File: src/rtl/rsc_pkg.sv
package rsc_pkg;

  localparam int MAX_MEM = 8;

  typedef enum logic [1:0] {
    PH_IDLE = 2'd0,
    PH_DATA = 2'd1,
    PH_TAIL = 2'd2
  } phase_t;

  // Parity of the register bits picked by a tap mask (bit i = delay i+1).
  function automatic logic tap_parity(input logic [MAX_MEM-1:0] st,
                                      input logic [MAX_MEM-1:0] taps);
    return ^(st & taps);
  endfunction

  // Value entering the first stage for encoder input u.
  function automatic logic stage_in(input logic u,
                                    input logic [MAX_MEM-1:0] st,
                                    input logic [MAX_MEM-1:0] fb_taps);
    return u ^ tap_parity(st, fb_taps);
  endfunction

  // Redundancy: first-stage input plus the selected register taps.
  function automatic logic red_out(input logic a,
                                   input logic [MAX_MEM-1:0] st,
                                   input logic [MAX_MEM-1:0] red_taps);
    return a ^ tap_parity(st, red_taps);
  endfunction

endpackage

File: src/rtl/rsc_phase_ctrl.sv
module rsc_phase_ctrl
  import rsc_pkg::*;
#(
  parameter int MEM_LEN = 3,
  parameter int LEN_W   = 8
) (
  input  logic             clk,
  input  logic             rst_n,
  input  logic             frame_start,
  input  logic [LEN_W-1:0] frame_len,
  input  logic             in_valid,
  output logic             in_ready,
  output logic             clear_en,
  output logic             step_en,
  output logic             tail_sel,
  output logic             last_tail
);

  localparam int CNT_W = $clog2(MEM_LEN + 1);
  localparam logic [CNT_W-1:0] TAIL_LAST = CNT_W'(MEM_LEN - 1);

  phase_t           phase_q;
  logic [LEN_W-1:0] left_q;
  logic [CNT_W-1:0] tail_cnt_q;
  logic             take_data;

  always_comb begin
    in_ready  = (phase_q == PH_DATA);
    tail_sel  = (phase_q == PH_TAIL);
    clear_en  = frame_start && (phase_q == PH_IDLE);
    take_data = in_ready && in_valid;
    step_en   = take_data || tail_sel;
    last_tail = tail_sel && (tail_cnt_q == TAIL_LAST);
  end

  always_ff @(posedge clk or negedge rst_n) begin
    if (!rst_n) begin
      phase_q    <= PH_IDLE;
      left_q     <= '0;
      tail_cnt_q <= '0;
    end else begin
      unique case (phase_q)
        PH_IDLE: begin
          if (clear_en) begin
            left_q     <= frame_len;
            tail_cnt_q <= '0;
            phase_q    <= (frame_len == '0) ? PH_TAIL : PH_DATA;
          end
        end
        PH_DATA: begin
          if (take_data) begin
            left_q <= left_q - 1'b1;
            if (left_q == LEN_W'(1)) begin
              phase_q    <= PH_TAIL;
              tail_cnt_q <= '0;
            end
          end
        end
        PH_TAIL: begin
          tail_cnt_q <= tail_cnt_q + 1'b1;
          if (last_tail) phase_q <= PH_IDLE;
        end
        default: phase_q <= PH_IDLE;
      endcase
    end
  end

endmodule

File: src/rtl/rsc_trellis.sv
module rsc_trellis
  import rsc_pkg::*;
#(
  parameter int               MEM_LEN  = 3,
  parameter logic [MEM_LEN-1:0] FB_TAPS  = 3'b110,
  parameter logic [MEM_LEN-1:0] RED_TAPS = 3'b101
) (
  input  logic               clk,
  input  logic               rst_n,
  input  logic               clear_en,
  input  logic               step_en,
  input  logic               tail_sel,
  input  logic               data_bit,
  output logic               sys_bit,
  output logic               red_bit,
  output logic               feedback,
  output logic               first_stage_in,
  output logic [MEM_LEN-1:0] state
);

  localparam logic [MAX_MEM-1:0] FB_W  = MAX_MEM'(FB_TAPS);
  localparam logic [MAX_MEM-1:0] RED_W = MAX_MEM'(RED_TAPS);

  logic [MEM_LEN-1:0] st_q;
  logic [MEM_LEN-1:0] st_next;
  logic [MAX_MEM-1:0] st_wide;

  assign st_wide  = MAX_MEM'(st_q);
  assign feedback = tap_parity(st_wide, FB_W);
  // Selector: external data while coding, own feedback while terminating.
  assign sys_bit        = tail_sel ? feedback : data_bit;
  assign first_stage_in = stage_in(sys_bit, st_wide, FB_W);
  assign red_bit        = red_out(first_stage_in, st_wide, RED_W);

  generate
    if (MEM_LEN == 1) begin : g_single
      assign st_next = first_stage_in;
    end else begin : g_shift
      assign st_next = {st_q[MEM_LEN-2:0], first_stage_in};
    end
  endgenerate

  always_ff @(posedge clk or negedge rst_n) begin
    if (!rst_n) begin
      st_q <= '0;
    end else if (clear_en) begin
      st_q <= '0;
    end else if (step_en) begin
      st_q <= st_next;
    end
  end

  assign state = st_q;

endmodule

File: src/rtl/rsc_out_stage.sv
module rsc_out_stage (
  input  logic clk,
  input  logic rst_n,
  input  logic step_en,
  input  logic sys_bit,
  input  logic red_bit,
  input  logic tail_sel,
  input  logic last_tail,
  output logic out_valid,
  output logic out_sys,
  output logic out_red,
  output logic out_tail,
  output logic frame_done
);

  always_ff @(posedge clk or negedge rst_n) begin
    if (!rst_n) begin
      out_valid  <= 1'b0;
      out_sys    <= 1'b0;
      out_red    <= 1'b0;
      out_tail   <= 1'b0;
      frame_done <= 1'b0;
    end else begin
      out_valid  <= step_en;
      out_sys    <= step_en & sys_bit;
      out_red    <= step_en & red_bit;
      out_tail   <= step_en & tail_sel;
      frame_done <= step_en & last_tail;
    end
  end

endmodule

File: src/rtl/rsc_tail_encoder.sv
module rsc_tail_encoder #(
  parameter int                 MEM_LEN  = 3,
  parameter int                 LEN_W    = 8,
  parameter logic [MEM_LEN-1:0] FB_TAPS  = 3'b110,
  parameter logic [MEM_LEN-1:0] RED_TAPS = 3'b101
) (
  input  logic               clk,
  input  logic               rst_n,
  input  logic               frame_start,
  input  logic [LEN_W-1:0]   frame_len,
  input  logic               in_valid,
  input  logic               in_bit,
  output logic               in_ready,
  output logic               out_valid,
  output logic               out_sys,
  output logic               out_red,
  output logic               out_tail,
  output logic               frame_done,
  output logic [MEM_LEN-1:0] trellis_state
);

  // Named internal events, visible to the bound checker.
  logic clear_en;
  logic step_en;
  logic tail_sel;
  logic last_tail;
  logic sys_bit;
  logic red_bit;
  logic feedback;
  logic first_stage_in;

  rsc_phase_ctrl #(
    .MEM_LEN (MEM_LEN),
    .LEN_W   (LEN_W)
  ) u_ctrl (
    .clk         (clk),
    .rst_n       (rst_n),
    .frame_start (frame_start),
    .frame_len   (frame_len),
    .in_valid    (in_valid),
    .in_ready    (in_ready),
    .clear_en    (clear_en),
    .step_en     (step_en),
    .tail_sel    (tail_sel),
    .last_tail   (last_tail)
  );

  rsc_trellis #(
    .MEM_LEN  (MEM_LEN),
    .FB_TAPS  (FB_TAPS),
    .RED_TAPS (RED_TAPS)
  ) u_trellis (
    .clk            (clk),
    .rst_n          (rst_n),
    .clear_en       (clear_en),
    .step_en        (step_en),
    .tail_sel       (tail_sel),
    .data_bit       (in_bit),
    .sys_bit        (sys_bit),
    .red_bit        (red_bit),
    .feedback       (feedback),
    .first_stage_in (first_stage_in),
    .state          (trellis_state)
  );

  rsc_out_stage u_out (
    .clk        (clk),
    .rst_n      (rst_n),
    .step_en    (step_en),
    .sys_bit    (sys_bit),
    .red_bit    (red_bit),
    .tail_sel   (tail_sel),
    .last_tail  (last_tail),
    .out_valid  (out_valid),
    .out_sys    (out_sys),
    .out_red    (out_red),
    .out_tail   (out_tail),
    .frame_done (frame_done)
  );

endmodule

File: config.mk
export PLATFORM = sky130hd
export DESIGN_NAME = rsc_tail_encoder
export DESIGN_NICKNAME = d
export VERILOG_FILES = /design/src/rtl/rsc_pkg.sv /design/src/rtl/rsc_phase_ctrl.sv /design/src/rtl/rsc_trellis.sv /design/src/rtl/rsc_out_stage.sv /design/src/rtl/rsc_tail_encoder.sv
export SDC_FILE = /design/constraint.sdc
export NUM_CORES = 1
export LEC_CHECK = 0
export CAP_MARGIN = 10
export CORE_AREA = 3 3 50 52
export DETAILED_ROUTE_END_ITERATION = 6
export DIE_AREA = 0 0 53 55
export PLACE_DENSITY_LB_ADDON = 0.08
export SLEW_MARGIN = 20
export SYNTH_ARGS = -nofsm -noshare
export SYNTH_HDL_FRONTEND = slang
export SYNTH_HIERARCHICAL = 1
export SYNTH_SLANG_ARGS = --single-unit
File: constraint.sdc
create_clock -name clk -period 5.5 [get_ports clk]
set_input_delay 1.375 -clock clk [delete_from_list [all_inputs] [get_ports clk]]
set_output_delay 1.375 -clock clk [all_outputs]
set_load 0.005 [all_outputs]
; ---- Word level (Yosys, flattened, before mapping)
; Cells that the tools add are included.
[totals]
regBits = 20
inputBits = 13
output_inout_bits = 9
wordCells = 55
[classes]
add_sub_neg = 2
eq_ne = 8
muxes = 16
bitwise = 6
reduce_logical = 14
[ops]
columns = op, n
row1 = $mux 2, 8
row2 = $mux 8, 2
row3 = $pmux 8 s2, 1
row4 = $reduce_xor 8->1, 2
row5 = $pmux 2 s3, 2
row6 = $eq 8x1->1 const B, 1
row7 = $logic_not 8->1, 1
row8 = $reduce_and 4->1, 2
row9 = $sub 8x1->8 const B, 1
row10 = $mux 3, 2
row11 = $and 1x1->1, 4
row12 = $eq 2x2->1 const B, 2
row13 = $ne 2x1->1 const B, 2
row14 = $ne 2x2->1 const B, 2
row15 = $reduce_bool 2->1, 2
row16 = $logic_and 1x1->1, 3
row17 = $reduce_and 3->1, 1
row18 = $reduce_bool 3->1, 1
row19 = $add 2x1->2 const B, 1
row20 = $eq 2x1->1 const B, 1
row21 = $logic_not 2->1, 1
row22 = $xor 1x1->1, 2
row23 = $logic_or 1x1->1, 1
row24 = $mux 1, 1

; ---- Depth between registers and ports, before layout
[logic_depth]
ltp_word = 5
depth_mapped = 10
mapped_depth_nobuf = 7

; ---- Hierarchy
; Netlist, hierarchy kept.
[modules_own_cells]
columns = mod, n_inst, cells_each, area_each_um2
row1 = rsc_phase_ctrl, 1, 89, 782.0
row2 = rsc_trellis, 1, 20, 206.4
row3 = rsc_out_stage, 1, 9, 150.1

; ---- Worst setup path after synthesis
; Ideal clock, no wire load.
[synth_path]
path_kind = reg2out
startpoint = register u_ctrl.phase_q[1]
endpoint = output port in_ready
t_arrival_ns = 1.091
required_time_ns = 4.125
slack_ns = 3.034
stages_incl_launch_ff = 6
cell_sequence = dfrtp_1 -> clkbuf_1 -> nand2b_1 -> buf_2 -> inv_2 -> buf_2
[synth_between]
elab_chain_len = 1
[synth_lines]
columns = element, line_no
row1 = from (decl), rsc_phase_ctrl.sv:22  ; phase_t phase_q;
row2 = from (signal assigned), rsc_phase_ctrl.sv:47  ; phase_q <= (frame_len == '0) ? PH_TAIL : PH_DATA;
row3 = $eq 2x1->1, rsc_phase_ctrl.sv:28  ; in_ready = (phase_q == PH_DATA);
row4 = to (decl), rsc_tail_encoder.sv:13  ; output logic in_ready,
; No other way between the ends.

; ---- Worst setup path after layout
; Ends and elaborated chain as after synthesis.

==> summary.md <==
| Metric | Value |
|---|---|
| Total core area | approximately 2100 um2 |
| Router iterations before antenna repair | 4 |
| Syn_nets | between 100 and 150 |
| Critical path class | reg -> out |
| # nets final | between 150 and 200 |
| Peak supply drop | ~310 uV |
| Post CTS Setup Buffer Count | 0 |
| Worst Setup EP | in_ready |
| Status | finished, final reports clean |
| Worst rel slew slack | between 30% and 40% |
| Mapped cell area | 1130 um2 |
| Final setup vio count | 0 |
| Clk root buf | clkbuf_4 |
| Sequential power share | 41.4% |
| Final std cells w/o fill | between 150 and 200 |
| R2R Path Start | u_ctrl/phase_q[1] |
| Max Cap Violations | 0 |
| Antenna violations before repair | 0 |
| # fillers | between 150 and 200 |
| Fmax | ~300 MHz |
| I/O pin total | 22 |
| Global route total overflow | 0 |
| Drt total wl | about 2.3 mm |
| DIE AREA | between 2000 and 3000 um2 |
| Switching pwr | around 0.24 mW |
| CP Launch Type | flip-flop |
| Clk Latency, worst-skew pair | ~0.30 ns |
| Hold Startpoint | u_ctrl/tail_cnt_q[1] |
| # diodes | 0 |
| Fin Setup TNS | 0 ns |
| Syn Inst Count | 116 |
| DRC | 0 |
| Synth warn | 6 |
| Final period utilization | a little over 60% |
| Routed len/inst | around 14 um |
| Power Internal | approximately 0.38 mW |
| Final min period | 3.34 ns |
| Flop2flop setup slack | about 3.4 ns |
| Via count | between 900 and 1000 |
| Worst Max-Slew Pin Slew | between 0.9 and 1 ns |
| DR iter-0 viols | 14 |
| CTS tree | done |
| Worst Path Max Fanout | 17 |
| Clk pin slew, worst setup/hold paths | approximately 0.12 ns |
| Area Overhead vs Synth | 23.4% |
| Clock buffer depth | 2 |
| Via count of the first global-routing pass | 860 |
| Site row count | 17 |
| Worst Path Required | 4.12 ns |
| Largest net degree at the start of global routing | 21 |
| # hold bufs at CTS | 0 |
| Final hold vios | 0 |
| RSZ-0062 raised after global routing | false |
| Antenna violation net count after detailed routing | 0 |
| Post-CTS Resized | 0 |
| Hold Path Cell Cnt | 1 |
| Num CTS Buffers | 3 |
| Final setup skew | ~0.007 ns |
| First-pass GRT wire length | between 3 and 4 mm |
| Hold Crit Class | reg -> reg |
| GP Congestion | 0.812 |
| Starting density of the core | between 50% and 60% |
| Pwr Density | around 440 nW/um2 |
| Reg2reg end | u_trellis/state[0] |
| Max Slew Vio Count | 0 |
| Worst Path Arrival | around 2.0 ns |
| Worst r2r path cells | 6 |
| CTS Sinks | 20 |
| PortBufs | 21 |
| Syn_area_per_cell | between 9 and 10 um2 |
| # placed instances | around 160 |
| Die Span Y | roughly 55 um |
| Leakage power | about 0.59 nW |
| Global-route usage over all layers | roughly 18% |
| Layout cells sized above 1 | under 10% |
| Combinational power share | 44.6% |
| Via density | about 5.7 |
| Clock Power Share | approximately 14% |
| Die Width | 53 um |
| Sw frac | 38.8% |
| Worst Setup SP | u_ctrl/phase_q[1] |
| Dpl hpwl | ~1.7 mm |
| H-tree lvl count | 1 |
| Crit end category | output port |
## per-layer routing
| metal | GRT usage (%) | wire length (um) | vias to the layer above |
|---|---|---|---|
| met2 | 33.3 | 1150 | 32 |
| met4 | 5.11 | 17 | 0 |
| met3 | 3.22 | 135 | 2 |
| li1 | - | - | 464 |
| met1 | 20.3 | 992 | 440 |
| met5 | 0 | 0 | - |
## placed cells by master, fill, tap and decap left out, drive strengths merged
master and n:
mux2 3, nor4b 1, o31ai 1, nand2 9
and3 1, mux2i 4, a221o 1, nor4 2
nand3b 2, or4 1, clkbuf 4, nand3 3
and2 5, inv 5, o31a 1, o211ai 1
o2bb2ai 4, o41ai 1, ha 3, a31o 1
nor3b 1, xnor2 1, nand2b 2, dfrtp 20
a2bb2oi 3, nor2 14, xor2 2, a21oi 5
or2 1, o21ai 7, nand4bb 1, a22oi 1
or3b 1, nor3 2, clkdlybuf4s50 21, o22ai 2
## sequential cells by signal, summed over array words and instances (netlist names)
signal and cells:
u_out/frame_done 1, u_out/out_red 1, u_out/out_valid 1, u_out/out_sys 1, u_ctrl/left_q 8, u_out/out_tail 1
u_ctrl/tail_cnt_q 2, u_trellis/state 3, u_ctrl/phase_q 2
## worst min-delay path by stage
stage,endpoint,slack [ns]
floorplan,u_ctrl/tail_cnt_q[1],0.46
global placement,u_ctrl/tail_cnt_q[1],0.48
detailed placement,u_ctrl/tail_cnt_q[1],0.48
CTS,u_ctrl/tail_cnt_q[1],0.52
global route,u_ctrl/tail_cnt_q[1],0.56
finish,u_ctrl/tail_cnt_q[1],0.52
## layout make-up
class / count / area [um2] / share of cell area [%]
well taps: 28 / 35.0 / 2.52
clock buffers: 4 / 36.3 / 2.61
repair buffers: 21 / 210 / 15.1
flip-flops and latches: 20 / 500 / 36.0
multi-input cells: 87 / 589 / 42.4
inverters: 5 / 18.8 / 1.35
## stage by stage
| stage | power [mW] | worst slack [ns] | hold WS, ns | util (%) | instance area [um2] |
|---|---|---|---|---|---|
| after floorplan | 0.441 | 3.03 | 0.460 | - | 1130 |
| after global placement | 0.529 | 2.48 | 0.477 | 63.0 | 1350 |
| after detailed placement | 0.534 | 2.41 | 0.485 | 63.0 | 1350 |
| after CTS | 0.619 | 2.17 | 0.516 | 64.7 | 1390 |
| after global routing | 0.668 | 2.02 | 0.564 | 64.7 | 1390 |
| final | 0.618 | 2.16 | 0.515 | 64.7 | 1390 |
## critical path, cell delays in order (launching register included)
cell	delay, ns
dfrtp_1	0.48
nand2b_1	0.33
inv_2	0.29
clkdlybuf4s50_1	0.56
## power by group through the flow
stage | logic, mW | clock network [mW] | registers (mW)
final | 0.276 | 0.0864 | 0.256
after global routing | 0.312 | 0.0929 | 0.264
after CTS | 0.276 | 0.0871 | 0.255
after detailed placement | 0.276 | 0 | 0.257
after global placement | 0.272 | 0 | 0.256
after floorplan | 0.196 | 0 | 0.246
No activity file was read; power rests on OpenSTA's default activity.
